**src/rtl/irq_seq_pkg.sv**
```systemverilog
// Shared types for the interrupt sequencer.
// Assumes: one encoding of the sequencer state is shared by the control
// logic and its assertions.
package irq_seq_pkg;
    typedef enum logic [3:0] {
        ST_IDLE,
        ST_PUSH_LO,
        ST_PUSH_HI,
        ST_VEC,
        ST_SETTLE,
        ST_POP_HI,
        ST_POP_LO,
        ST_CATCH,
        ST_RESUME
    } seq_state_t;
endpackage

```
**src/rtl/irq_prio_enc.sv**
```systemverilog
// Fixed-priority selector: the lowest set bit of the request vector wins.
// Assumes: N >= 2; purely combinational.
module irq_prio_enc #(
    parameter int N     = 8,
    parameter int IDX_W = $clog2(N)
) (
    input  logic [N-1:0]     req,
    output logic             valid,
    output logic [IDX_W-1:0] idx,
    output logic [N-1:0]     onehot
);
    // Mask each bit with the absence of all lower bits.
    for (genvar i = 0; i < N; i++) begin : g_mask
        if (i == 0) begin : g_first
            assign onehot[i] = req[i];
        end else begin : g_rest
            assign onehot[i] = req[i] & ~(|req[i-1:0]);
        end
    end

    // Encode the winning position by scanning from the top down.
    always_comb begin
        valid = |req;
        idx   = '0;
        for (int i = N - 1; i >= 0; i--) begin
            if (req[i]) idx = IDX_W'(i);
        end
    end

    // Cross-check the two independent selection paths.
    always_comb begin
        if (valid) begin

            prio_match_chk: assert (onehot[idx]);
        end

        prio_single_chk: assert ($onehot0(onehot));
    end
endmodule

```
**src/rtl/irq_stack_ptr.sv**
```systemverilog
// Stack pointer for a stack that grows downward: a push moves it down by
// one, a pop moves it up by one. Assumes push and pop are never raised together.
module irq_stack_ptr #(
    parameter int              SP_W    = 16,
    parameter logic [SP_W-1:0] SP_INIT = 16'h08FF
) (
    input  logic            clk,
    input  logic            rst_n,
    input  logic            push,
    input  logic            pop,
    output logic [SP_W-1:0] sp
);
    // Update the pointer on each push or pop.
    always_ff @(posedge clk) begin
        if (!rst_n)    sp <= SP_INIT;
        else if (push) sp <= sp - 1'b1;
        else if (pop)  sp <= sp + 1'b1;
    end


    push_dec_chk: assert property (@(posedge clk) disable iff (!rst_n)
        push |=> sp == $past(sp) - 1'b1);

    pop_inc_chk: assert property (@(posedge clk) disable iff (!rst_n)
        pop |=> sp == $past(sp) + 1'b1);

    no_clash_chk: assert property (@(posedge clk) disable iff (!rst_n)
        !(push && pop));
endmodule

```
**src/rtl/irq_sequencer.sv**
```systemverilog
// Interrupt entry and return sequencer.
// Entry: push the return PC (low byte first, at the higher address), clear
// the global enable, acknowledge the request and load the vector.
// Return: pop the high byte, then the low byte, reload the PC and set the
// enable again. Each takes four busy cycles.
// Assumes: 9 <= PC_W <= 16; mem_rdata holds the byte read one cycle after
// mem_re; reti_cmd comes only while the stack holds an entry.
module irq_sequencer
    import irq_seq_pkg::*;
#(
    parameter int          N_IRQ   = 8,
    parameter int          PC_W    = 14,
    parameter int          SP_W    = 16,
    parameter int unsigned SP_INIT = 'h08FF
) (
    input  logic             clk,
    input  logic             rst_n,
    input  logic [N_IRQ-1:0] irq_req,
    input  logic             insn_boundary,
    input  logic             reti_cmd,
    input  logic             gie_we,
    input  logic             gie_wd,
    input  logic [PC_W-1:0]  pc_cur,
    output logic             pc_load,
    output logic [PC_W-1:0]  pc_val,
    output logic             gie,
    output logic [N_IRQ-1:0] irq_ack,
    output logic             busy,
    output logic [SP_W-1:0]  sp,
    output logic             mem_we,
    output logic             mem_re,
    output logic [SP_W-1:0]  mem_addr,
    output logic [7:0]       mem_wdata,
    input  logic [7:0]       mem_rdata
);
    localparam int IDX_W = $clog2(N_IRQ);

    seq_state_t       state;
    logic             sel_valid;
    logic [IDX_W-1:0] sel_idx;
    logic [N_IRQ-1:0] sel_onehot;
    logic [IDX_W-1:0] idx_q;
    logic [PC_W-1:0]  ret_pc;
    logic [7:0]       hi_q;
    logic [7:0]       lo_q;
    logic             take_irq;
    logic             take_ret;
    logic             push;
    logic             pop;

    irq_prio_enc #(.N(N_IRQ), .IDX_W(IDX_W)) u_prio (
        .req    (irq_req),
        .valid  (sel_valid),
        .idx    (sel_idx),
        .onehot (sel_onehot)
    );

    irq_stack_ptr #(.SP_W(SP_W), .SP_INIT(SP_W'(SP_INIT))) u_sp (
        .clk   (clk),
        .rst_n (rst_n),
        .push  (push),
        .pop   (pop),
        .sp    (sp)
    );

    // Decide whether a sequence starts this cycle; return wins over entry.
    always_comb begin
        take_ret = (state == ST_IDLE) && reti_cmd;
        take_irq = (state == ST_IDLE) && !reti_cmd && insn_boundary
                   && gie && sel_valid;
    end

    // Step the sequencer through its fixed four-cycle paths.
    always_ff @(posedge clk) begin
        if (!rst_n) begin
            state <= ST_IDLE;
        end else begin
            case (state)
                ST_IDLE:    state <= take_ret ? ST_POP_HI
                                   : (take_irq ? ST_PUSH_LO : ST_IDLE);
                ST_PUSH_LO: state <= ST_PUSH_HI;
                ST_PUSH_HI: state <= ST_VEC;
                ST_VEC:     state <= ST_SETTLE;
                ST_POP_HI:  state <= ST_POP_LO;
                ST_POP_LO:  state <= ST_CATCH;
                ST_CATCH:   state <= ST_RESUME;
                default:    state <= ST_IDLE;
            endcase
        end
    end

    // Latch the return address and the winning index when entry starts.
    always_ff @(posedge clk) begin
        if (!rst_n) begin
            ret_pc <= '0;
            idx_q  <= '0;
        end else if (take_irq) begin
            ret_pc <= pc_cur;
            idx_q  <= sel_idx;
        end
    end

    // Capture the popped bytes one cycle after each read.
    always_ff @(posedge clk) begin
        if (!rst_n) begin
            hi_q <= '0;
            lo_q <= '0;
        end else if (state == ST_POP_LO) begin
            hi_q <= mem_rdata;
        end else if (state == ST_CATCH) begin
            lo_q <= mem_rdata;
        end
    end

    // Global enable: cleared on entry, set on resume, otherwise writable.
    always_ff @(posedge clk) begin
        if (!rst_n)                                gie <= 1'b0;
        else if (take_irq)                         gie <= 1'b0;
        else if (state == ST_RESUME)               gie <= 1'b1;
        else if (gie_we && state == ST_IDLE)       gie <= gie_wd;
    end

    // Drive the stack port, the PC load and the acknowledge.
    always_comb begin
        push      = (state == ST_PUSH_LO) || (state == ST_PUSH_HI);
        pop       = (state == ST_POP_HI) || (state == ST_POP_LO);
        busy      = (state != ST_IDLE);
        mem_we    = push;
        mem_re    = pop;
        mem_addr  = pop ? SP_W'(sp + 1'b1) : sp;
        mem_wdata = (state == ST_PUSH_LO) ? ret_pc[7:0] : 8'(ret_pc >> 8);
        pc_load   = (state == ST_VEC) || (state == ST_RESUME);
        if (state == ST_VEC)
            pc_val = PC_W'((32'(idx_q) + 32'd1) << 1);
        else if (state == ST_RESUME)
            pc_val = PC_W'({hi_q, lo_q});
        else
            pc_val = '0;
        irq_ack   = (state == ST_PUSH_LO) ? (N_IRQ'(1) << idx_q) : '0;
    end


    entry_len_chk: assert property (@(posedge clk) disable iff (!rst_n)
        take_irq |=> busy ##1 busy ##1 busy ##1 busy ##1 !busy);

    exit_len_chk: assert property (@(posedge clk) disable iff (!rst_n)
        take_ret |=> busy ##1 busy ##1 busy ##1 busy ##1 !busy);

    gie_clr_chk: assert property (@(posedge clk) disable iff (!rst_n)
        take_irq |=> !gie);

    ack_onehot_chk: assert property (@(posedge clk) disable iff (!rst_n)
        $onehot0(irq_ack) && (irq_ack == '0 || busy));

    vec_load_chk: assert property (@(posedge clk) disable iff (!rst_n)
        take_irq |=> !pc_load ##1 !pc_load ##1 pc_load);

    resume_chk: assert property (@(posedge clk) disable iff (!rst_n)
        take_ret |=> !pc_load ##1 !pc_load ##1 !pc_load ##1 pc_load ##1 gie);

    idle_quiet_chk: assert property (@(posedge clk) disable iff (!rst_n)
        !busy |-> !mem_we && !mem_re && !pc_load);

    prio_use_chk: assert property (@(posedge clk) disable iff (!rst_n)
        take_irq |-> irq_req[sel_idx]);
endmodule

```
**config.mk**
```make
export PLATFORM = sky130hd
export DESIGN_NAME = irq_sequencer
export DESIGN_NICKNAME = d
export VERILOG_FILES = /design/src/rtl/irq_seq_pkg.sv /design/src/rtl/irq_prio_enc.sv /design/src/rtl/irq_stack_ptr.sv /design/src/rtl/irq_sequencer.sv
export SDC_FILE = /design/constraint.sdc
export NUM_CORES = 1
export LEC_CHECK = 0
export ABC_CLOCK_PERIOD_IN_PS = 4300
export BUFFER_PORTS_ARGS = -buffer_cell sky130_fd_sc_hd__buf_2
export CORE_MARGIN = 8
export CORE_UTILIZATION = 53
export DETAILED_ROUTE_END_ITERATION = 8
export GPL_ROUTABILITY_DRIVEN = 1
export PLACE_DENSITY_LB_ADDON = 0.12
export SETUP_SLACK_MARGIN = 0.3
export SLEW_MARGIN = 40
export SYNTH_ARGS = -nofsm -noshare
export SYNTH_HDL_FRONTEND = slang
export SYNTH_HIERARCHICAL = 1
export SYNTH_SLANG_ARGS = --single-unit
export TNS_END_PERCENT = 5
```
**constraint.sdc**
```tcl
create_clock -name clk -period 4.3 [get_ports clk]
set_input_delay 1.29 -clock clk [delete_from_list [all_inputs] [get_ports clk]]
set_output_delay 1.29 -clock clk [all_outputs]
set_load 0.02 [all_outputs]
```
# Word-level counts from Yosys, hierarchy flattened

Cells that the tools add are included.
Widths: inputs -> output; s select.

Add/subtract/negate cells: 3
Equality and inequality tests: 7
Shifts and indexed selects: 1
Multiplexer cells: 19
Bitwise logic cells: 2
Reduce and logical (&&, ||, !) cells: 16

Operators by type and width:

| cell                  | count |
|---|---|
| $mux 16               | 2 |
| $mux 14               | 2 |
| $pmux 4 s7            | 1 |
| $mux 3                | 9 |
| $add 16x1->16 const B | 1 |
| $mux 8                | 2 |
| $sub 16x1->16 const B | 1 |
| $eq 4x3->1 const B    | 3 |
| $eq 4x2->1 const B    | 2 |
| $reduce_or 8->1       | 1 |
| $shl 1x3->8 const A   | 1 |
| $logic_and 1x1->1     | 6 |
| $add 3x1->4 const B   | 1 |
| $eq 4x1->1 const B    | 1 |
| $eq 4x4->1 const B    | 1 |
| $logic_not 4->1       | 1 |
| $reduce_bool 4->1     | 1 |
| $logic_or 1x1->1      | 3 |
| $mux 1                | 3 |
| $not 1->1             | 2 |
| $reduce_and 2->1      | 1 |
| $reduce_bool 2->1     | 1 |
| $reduce_or 2->1       | 1 |
| $logic_not 1->1       | 1 |

Register bits: 52
Input port bits: 36
Output and inout port bits: 67
Logic and storage cells: 55

# Longest topological paths before layout

Gate-level depths: netlist of run 1.

Depth in word-level cells: 8
Depth in mapped cells: 11
Gate-level depth less buffers: 9

# Modules after synthesis

The synthesis of run 1 kept the hierarchy.

Modules (own cells, without submodules):

| module        | times used | cells an instance | area an instance (µm²) | sequential area each (µm²) |
|---|---|---|---|---|
| irq_sequencer | 1          | 241               | 2155.8                 | 720.7 |
| irq_stack_ptr | 1          | 155               | 1262.5                 | 320.3 |
| irq_prio_enc  | 1          | 23                | 138.9                  | 0.0 |

# Least setup slack after synthesis of run 1

OpenSTA, ideal clock, no wires.

Kind: register -> register
Start: register state[2]
End: register u_sp.sp[14]
Setup time: 0.127 ns
Data arrival time: 3.511 ns
Data required time: 4.173 ns
Setup slack: 0.662 ns
Stages on the path, launching flop included: 10
Buffers on the path: 1
Clock period less this slack: 3.638 ns
Cells stage by stage: dfxtp_1 -> clkbuf_1 -> nor3_1 -> ha_1 -> a211oi_1 -> o21ai_1 -> a41oi_2 -> o21ai_1 -> nand4b_1 -> o211ai_1

Elaborated cells on any way between the ends: 8
Those cells by class: 4 x eq/ne; 2 x mux; 2 x reduce/logical

RTL lines:

| what                                            | RTL line             | text |
|---|---|---|
| start, declared                                 | irq_sequencer.sv:38  | `seq_state_t state;` |
| start signal, assigned                          | irq_sequencer.sv:79  | `ST_IDLE: state <= take_ret ? ST_POP_HI` |
| $eq 4x1->1 / $eq 4x2->1 (equally long branches) | irq_sequencer.sv:125 | `push = (state == ST_PUSH_LO) \|\| (state == ST_PUSH_HI);` |
| $logic_or 1x1->1 *                              | irq_sequencer.sv:125 |  |
| via mem_we                                      | irq_sequencer.sv:30  | `output logic mem_we,` |
| $mux 16 *                                       | irq_stack_ptr.sv:16  | `else if (push) sp <= sp - 1'b1;` |
| end signal, assigned                            | irq_stack_ptr.sv:16  |  |
| end signal, assigned                            | irq_stack_ptr.sv:17  | `else if (pop) sp <= sp + 1'b1;` |
| end, declared                                   | irq_stack_ptr.sv:11  | `output logic [SP_W-1:0] sp` |

The timed path passes the listed nets; every way through them passes the cells marked *.
A chain may end at the register's enable or synchronous reset.

# Worst setup path after layout of run 1

Start: register state[2]
End: output mem_addr[10]

Cells in the longest elaborated chain, start to end: 3
Elaborated cells on any way between the ends: 4
Those cells by class: 2 x eq/ne; 1 x mux; 1 x reduce/logical

Ends and longest elaborated chain:

| what               | RTL line             | text |
|---|---|---|
| $eq 4x3->1         | irq_sequencer.sv:126 | `pop = (state == ST_POP_HI) \|\| (state == ST_POP_LO);` |
| $logic_or 1x1->1 * | irq_sequencer.sv:126 |  |
| $mux 16 *          | n/a                  |  |
| end, declared      | irq_sequencer.sv:32  | `output logic [SP_W-1:0] mem_addr,` |

Every way passes the cells marked *; elsewhere a longest branch is shown, timed or not.

==> metrics.txt, run 1 <==
layout cells sized above 1 between 20 and 30%; met3 wire length between 500 and 600 um; Critical Path Source Type register; PwrDens around 540 mW/mm2; GPL Wtd Cong slightly above 0.9; CTS tree built; clock latency on the worst-skew pair between 0.3 and 0.4 ns; pins over their slew limit 0; Max Cap Viol 0; RSZ-0062 raised after global routing no; Net count, final 564; Final setup viols 0; largest net degree at the start of global routing 57; deepest clock path buffer count 2; Avg WL per Cell 15.3 um; Syn Inst Count 412; RR Endpoint u_sp/sp[14]; Placeable Area around 0.0064 mm2; WP data required between 3 and 4 ns; via count approximately 3200; clock period minus worst slack about 3.7 ns; met2 wire length 4480 um; final hold viol count 0; first-pass detailed-route iteration total 5; Clk pin slew, worst setup/hold paths 0.10 ns; die height 97.4 um; H-tree levels 2; clk sinks 52; Setup crit end mem_addr[10]; Syn. warnings 6; Worst VDD drop about 0.00052 V; Die Wd 97.4 um; Slew @ Worst Pin 0.856 ns; crit path from state[2]; # diodes 0; Post-Place Worst Slack 0.742 ns; # IOs roughly 100; R2R cell count 10; Cells after DPL 576; TNS Setup 0 ns; CTS root buf clkbuf_8; Antenna Nets Post-Route 0; Row Count 29; Setup Crit Path Kind register to output pin; total global-route track usage between 10% and 20%; top sig layer met4; syn nets 470; antenna violations before repair 0; Max-slew headroom a little over two fifths; RR Startpoint state[0]; grt ovf 0; post-CTS sizing 0; Avg Cell Area, Syn 8.52 um2; setup repair bufs after CTS 0; Total Wirelength 8960 um; DR DRC count 0; Arr. time, crit path approximately 2.4 ns; first-pass GRT wire length 15100 um; Post-Route M1 WL 3880 um; Mapped Area between 0.003 and 0.004 mm2; vias in the first global route 3137; Area growth syn-to-layout 18.1%; via density per instance 5.48; starting DRC count in detailed routing 204; Highest Clock Rate between 0.2 and 0.3 GHz; Non-Filler Instances around 580; Worst Path Max Fanout 14; IO buf count 102; fill count 572; status finished clean; Lkg Pwr 1.80 nW; CP endpoint kind output pin; clock skew 0.00800 ns; Num CTS Buffers 5; Die ar. roughly 0.0095 mm2; Worst Setup Slack, final between 0.6 and 0.7 ns; initial core utilization between 50% and 60%; flop-to-flop setup slack approximately 1.1 ns; hpwl dp 6820 um; Tcrit/Tclk final 85.0%; HP Class register to register; post-cts hold buffer count 0
[worst max-delay path, stage by stage (launching register included)]
cell and delay (ns):
dfxtp_1 0.65, nand2b_1 0.24, nor4_2 0.55, and4_1 0.30, xor2_1 0.14, buf_2 0.18
[flip-flops by register name, indices dropped and copies added (netlist names)]
name	flops
idx_q	3
ret_pc	14
state	4
lo_q	8
hi_q	6
gie	1
u_sp/sp	16
[report_power, final]
group,total [W],switching [W],internal [W]
combinational,0.00128,0.000770,0.000512
clock,0.000294,0.000175,0.000119
sequential,0.000675,0.000127,0.000548
[through the flow]
step	instance area [um2]	util [%]	power (W)	hold slack, ns
4_1_cts	4140	64.8	0.00226	0.479
6_report	4150	64.9	0.00225	0.473
5_1_grt	4150	64.9	0.00242	0.495
3_3_place_gp	4040	63.3	0.00193	0.449
3_5_place_dp	4040	63.3	0.00195	0.464
2_1_floorplan	3510	-	0.00163	0.439
[area by class of cell]
cell class	instances	area (um2)	share of cell area (%)
repair buffers	107	551	13.3
inverters	9	33.8	0.815
flip-flops and latches	52	1040	25.1
multi-input cells	331	2330	56.2
clock buffers	5	68.8	1.66
well taps	77	96.3	2.32
clock inverters	3	25.0	0.604
[cell usage in the layout, fill, tap and decap left out, drive strengths merged, types with 5 or more instances in the layout]
| master | instances |
|---|---|
| a211oi | 7 |
| a21boi | 11 |
| a21o | 5 |
| a21oi | 18 |
| and2 | 17 |
| and3 | 7 |
| buf | 107 |
| clkbuf | 5 |
| dfxtp | 52 |
| ha | 21 |
| inv | 11 |
| mux2 | 7 |
| mux2i | 21 |
| nand2 | 49 |
| nand2b | 5 |
| nand3 | 13 |
| nand4 | 6 |
| nor2 | 23 |
| nor2b | 22 |
| nor3 | 8 |
| o211ai | 11 |
| o21ai | 20 |
| xnor2 | 19 |
| xor2 | 10 |
[routing by layer]
layer  vias up  track usage (%)
met3         6             4.34
met5         -                0
met1      1484             21.6
met4         0             5.13
met2        76             32.4
li1       1637                -
[how the worst min path moves through the flow]
stage / from / endpoint / slack, ns / depth (start not counted)
final: lo_q[0] / lo_q[0] / 0.47 / 2
after global routing: lo_q[7] / lo_q[7] / 0.49 / 2
after CTS: lo_q[0] / lo_q[0] / 0.48 / 2
after detailed placement: lo_q[0] / lo_q[0] / 0.46 / 2
after global placement: lo_q[0] / lo_q[0] / 0.45 / 2
after floorplan: lo_q[7] / lo_q[7] / 0.44 / 2
Note: power is estimated with default switching activity, not from simulation.
==> inputs of run 2 (changes only) <==
Settings changed: ABC_CLOCK_PERIOD_IN_PS 4300 to 3300, CORE_UTILIZATION 53 to 48.
Clock period 4.3 ns to 3.3 ns, I/O delays scaled along.
==> run 2 against run 1 <==
Clock power rose by 24%. Routed wire length rose by 2.3%. Register-to-register slack got worse by 0.54 ns. Die area rose by 8.7%. Final cell count rose by 4.6%. Worst hold slack got worse by 0.0070 ns. Non-clock buffer count rose by 5. Worst setup slack got worse by 0.27 ns. Critical endpoint is now mem_addr[1]. Largest cell class unchanged.
==> metrics.txt, run 2 (synthesis results as in run 1) <==
first-pass detailed-route iteration total 4; layout cells sized above 1 30.5%; CTS tree built; CP endpoint kind output pin; Total Wirelength 9160 um; GPL Wtd Cong roughly 0.90; Worst VDD drop 0.000351 V; Arr. time, crit path 1.94 ns; post-cts hold buffer count 0; Top Registers u_sp/sp x16, ret_pc x14, lo_q x8; Area growth syn-to-layout 21.2%; commonest non-fill, non-tap cell in the layout buf_2; final hold viol count 0; Slew @ Worst Pin approximately 0.67 ns; DR DRC count 0; Placeable Area 0.00718 mm2; Max Cap Viol 0; Final setup viols 0; Row Count 31; clock skew 0.0103 ns; flop-to-flop setup slack about 0.6 ns; largest net degree at the start of global routing 33; via density per instance 5.30; TNS Setup 0 ns; sequential cell area 0.00106 mm2; Largest register FFs 16; Die ar. approximately 0.01 mm2; clk sinks 52; # diodes 0; status finished clean; die height between 100 and 150 um; H-tree levels 2; Lkg Pwr 1.82 nW; total global-route track usage 17.8%; WP data required 2.31 ns; Setup crit end mem_addr[1]; grt ovf 0; fill count roughly 680; Die Wd between 100 and 150 um; clock latency on the worst-skew pair 0.31 ns; Critical Path Source Type register; # IOs 103; starting DRC count in detailed routing 157; antenna violations before repair 0; vias in the first global route 3085; Num CTS Buffers 5; PwrDens 703 mW/mm2; RR Startpoint state[0]; clock period minus worst slack slightly below 3 ns; most frequent cells in the layout 101 x buf_2, 49 x nand2_1, 44 x dfxtp_1; HP Class register to register; IO buf count 102; deepest clock path buffer count 2; CTS root buf clkbuf_8; Antenna Nets Post-Route 0; Max-slew headroom a little under three fifths; via count 3236; area of the multi-input gates about 0.0024 mm2; RR Endpoint u_sp/sp[15]; Tcrit/Tclk final 88.7%; first-pass GRT wire length 15100 um; Clk pin slew, worst setup/hold paths 0.10 ns; crit path from state[2]; R2R cell count 10; Avg WL per Cell roughly 15 um; hpwl dp 7080 um; Power, Total about 0.003 W; Net count, final around 570; Top reg by flops u_sp/sp; RSZ-0062 raised after global routing yes; pins over their slew limit 0; Setup Crit Path Kind register to output pin; initial core utilization between 40% and 50%; Highest Clock Rate 0.342 GHz; Worst Path Max Fanout 13
-- run 2: cell count changes in the layout (fill, tap and decap cells not counted), sizes merged --
cell,delta
buf,+5
clkbuf,+1
clkinv,+1
inv,-2
-- run 2: worst max-delay path, cell delays in order, from the launching register on --
cell and delay, ns:
dfxtp_1 0.37, buf_6 0.18, nand2b_4 0.10, or2_2 0.35, inv_2 0.13, mux2_2 0.35
buf_2 0.16
-- run 2: area by class of cell --
cell class	instances	area share [%]
multi-input cells	331	55.4
well taps	99	2.91
inverters	9	0.794
clock buffers	6	1.71
clock inverters	2	0.382
repair buffers	112	13.9
flip-flops and latches	52	24.9
-- run 2: worst min-delay path by stage --
stage / startpoint / endpoint / slack (ns) / depth (start not counted)
floorplan: lo_q[7] / lo_q[7] / 0.44 / 2
global placement: lo_q[6] / lo_q[6] / 0.45 / 2
detailed placement: lo_q[5] / lo_q[5] / 0.45 / 2
CTS: lo_q[5] / lo_q[5] / 0.47 / 2
global route: lo_q[7] / lo_q[7] / 0.50 / 2
finish: lo_q[5] / lo_q[5] / 0.47 / 2
-- run 2: layer usage --
| metal | vias to the layer above | track usage, % | share of wire, % |
|---|---|---|---|
| li1 | 1651 | - | - |
| met1 | 1474 | 24.3 | 48 |
| met2 | 105 | 27.9 | 44 |
| met3 | 6 | 3.99 | 7.7 |
| met4 | 0 | 3.44 | 0.73 |
| met5 | - | 0 | 0 |
-- run 2: power breakdown --
part | switching (W) | total, W | internal (W)
registers | 0.000158 | 0.000883 | 0.000725
clock network | 0.000214 | 0.000365 | 0.000151
logic | 0.00105 | 0.00175 | 0.000695
-- run 2: through the flow --
step / hold WS, ns / util [%] / std cells / setup WS (ns) / cell area [um2]
floorplan: 0.439 / - / 412 / 0.361 / 3510
global placement: 0.447 / 57.2 / 603 / 0.543 / 4110
detailed placement: 0.454 / 57.2 / 603 / 0.432 / 4110
CTS: 0.468 / 58.9 / 611 / 0.306 / 4230
global route: 0.497 / 59.3 / 611 / 0.220 / 4260
finish: 0.465 / 59.3 / 611 / 0.373 / 4260
-- run 2: timing repair --
action | 4_1_cts | 5_1_grt
cloned | 0 | 0
setup endpoints to repair | 12 | 11
setup buffers | 0 | 0
gates resized for setup | 12 | 9
hold endpoints to repair | 0 | 0
pin swaps | 0 | 1
==> inputs of run 3 (changes only) <==
Settings changed: CORE_ASPECT_RATIO set to 1.4, CORE_UTILIZATION 48 to 40, SLEW_MARGIN 40 to 30.
==> run 3 against run 2 <==
Sequential cell count unchanged. Critical path depth did not move. Routed wire length rose by 1.8%. Global-route usage down 2.6 points. Non-clock buffer count down 1. Largest power group unchanged. Highest routed layer unchanged.
==> metrics.txt, run 3 (synthesis results as in run 1) <==
clock network fraction of total power 17.0%; GPL Wtd Cong between 0.8 and 0.9; initial core utilization 41.0%; Comb power frac 55.1%; Switching Fraction 45.7%; CP endpoint kind output pin; Tcrit/Tclk final 88.1%; clock latency on the worst-skew pair 0.29 ns; die height 127 um; GRT busiest layer met2; RR Endpoint u_sp/sp[14]; Flop pwr share 27.9%; DR DRC count 0; Row Count 40; hpwl dp 7240 um; RSZ-0062 raised after global routing no; Placeable Area 0.00856 mm2; clk sinks 52; via density per instance 5.24; Lkg Pwr 1.84 nW; Highest Clock Rate 0.344 GHz; CTS tree built; Setup Crit Path Kind register to output pin; Area growth syn-to-layout 22.5%; via count 3225; Num CTS Buffers 5; hold_sp lo_q[7]; flop-to-flop setup slack 0.65 ns; Worst Path Max Fanout 9; Post-Place Worst Slack 0.425 ns; first-pass detailed-route iteration total 4; H-tree levels 2; status finished clean; hold endpoint lo_q[7]; Antenna Nets Post-Route 0; PwrDens 726 mW/mm2; Die ar. 0.0121 mm2; Psw between 0.001 and 0.0015 W; TNS Setup 0 ns; Worst VDD drop 0.000554 V; GR Util met2 roughly 27%; layout cells sized above 1 30.5%; pins over their slew limit 0; deepest clock path buffer count 2; Top reg by flops u_sp/sp; internal power 0.00170 W; Hold Path Depth 2; most frequent cells in the layout 102 x buf_2, 49 x nand2_1, 44 x dfxtp_1; clock skew 0.00613 ns; RR Startpoint state[1]; Max-slew headroom a little over half; # IOs 103; IO buf count between 100 and 150; commonest non-fill, non-tap cell in the layout buf_2; first-pass GRT wire length 15100 um; Slew @ Worst Pin 0.693 ns; largest net degree at the start of global routing 36; CTS root buf clkbuf_16; R2R cell count 10; Total Wirelength 9330 um; total global-route track usage 15.2%; final hold viol count 0; starting DRC count in detailed routing 94; antenna violations before repair 0; HP Class register to register; WP data required 2.31 ns; Final setup viols 0; Arr. time, crit path ~1.9 ns; Max Cap Viol 0; Largest register FFs 16; Net count, final about 570; Worst Setup Slack, final 0.391 ns; # diodes 0; GRT met3 Usage 3.42%; Clk pin slew, worst setup/hold paths approximately 0.07 ns; Critical Path Source Type register; met1 usage 16.7%; grt ovf 0; clock period minus worst slack 2.91 ns; Top Registers u_sp/sp x16, ret_pc x14, lo_q x8; Avg WL per Cell 15.1 um; Die Wd 95.2 um; vias in the first global route around 3200
## run 3: changes by cell type in the layout (fill, tap and decap cells not counted), moves of 2 or more
cell / change
dfxtp_2: +2
dfxtp_4: -2
inv_6: +2
nor4_2: +2
clkbuf_16: +5
clkbuf_8: -5
## run 3: repair_timing
item                       4_1_cts  5_1_grt
pin swaps                        0        2
resized for setup                7        9
cloned                           0        0
setup endpoints to repair       12       10
setup buffers                    0        0
hold buffers                     0        0
## run 3: through the flow
step / instance area [um2] / power (W) / utilization (%) / std cells / hold WS (ns)
global placement: 4110 / 0.00257 / 48.0 / 608 / 0.446
CTS: 4270 / 0.00314 / 49.9 / 616 / 0.468
floorplan: 3510 / 0.00213 / - / 412 / 0.439
finish: 4300 / 0.00312 / 50.2 / 616 / 0.464
global route: 4300 / 0.00335 / 50.2 / 616 / 0.489
detailed placement: 4110 / 0.00257 / 48.0 / 608 / 0.456
## run 3: final cells by class
cell class                 count  area, um2
timing repair buffer         111        578
sequential                    52       1060
multi-input combinational    331       2350
clock buffer                   5        125
clock inverter                 3       25.0
inverter                       9       33.8
fill                         863       4260
tap                          105        131
## run 3: worst max path at each step
stage                     from           end  slack (ns)
floorplan             state[0]   u_sp/sp[14]        0.36
finish                state[1]  mem_addr[10]        0.39
global placement    u_sp/sp[0]  mem_addr[10]        0.43
detailed placement  u_sp/sp[0]  mem_addr[10]        0.42
CTS                   state[3]   mem_addr[1]        0.31
global route          state[1]  mem_addr[10]        0.29
## run 3: worst max-delay path: stages, from the launching register on
cell and delay (ns):
dfxtp_2 0.44, xnor2_2 0.16, nor4_2 0.31, buf_4 0.19, and4_1 0.21, xor2_1 0.14, buf_2 0.18
## run 3: power groups by stage
| stage | Sequential (W) | Combinational (W) | Clock, W |
|---|---|---|---|
| floorplan | 0.000932 | 0.00120 | 0 |
| global placement | 0.000871 | 0.00169 | 0 |
| detailed placement | 0.000874 | 0.00170 | 0 |
| CTS | 0.000865 | 0.00172 | 0.000560 |
| global route | 0.000894 | 0.00189 | 0.000575 |
| finish | 0.000870 | 0.00172 | 0.000531 |
## run 3: layer usage
| metal | routed length (um) | vias to the layer above | share of wire [%] |
|---|---|---|---|
| met5 | 0 | - | 0 |
| met4 | 156 | 0 | 1.7 |
| met3 | 664 | 14 | 7.1 |
| met2 | 4820 | 87 | 52 |
| met1 | 3690 | 1479 | 39 |
| li1 | - | 1645 | - |
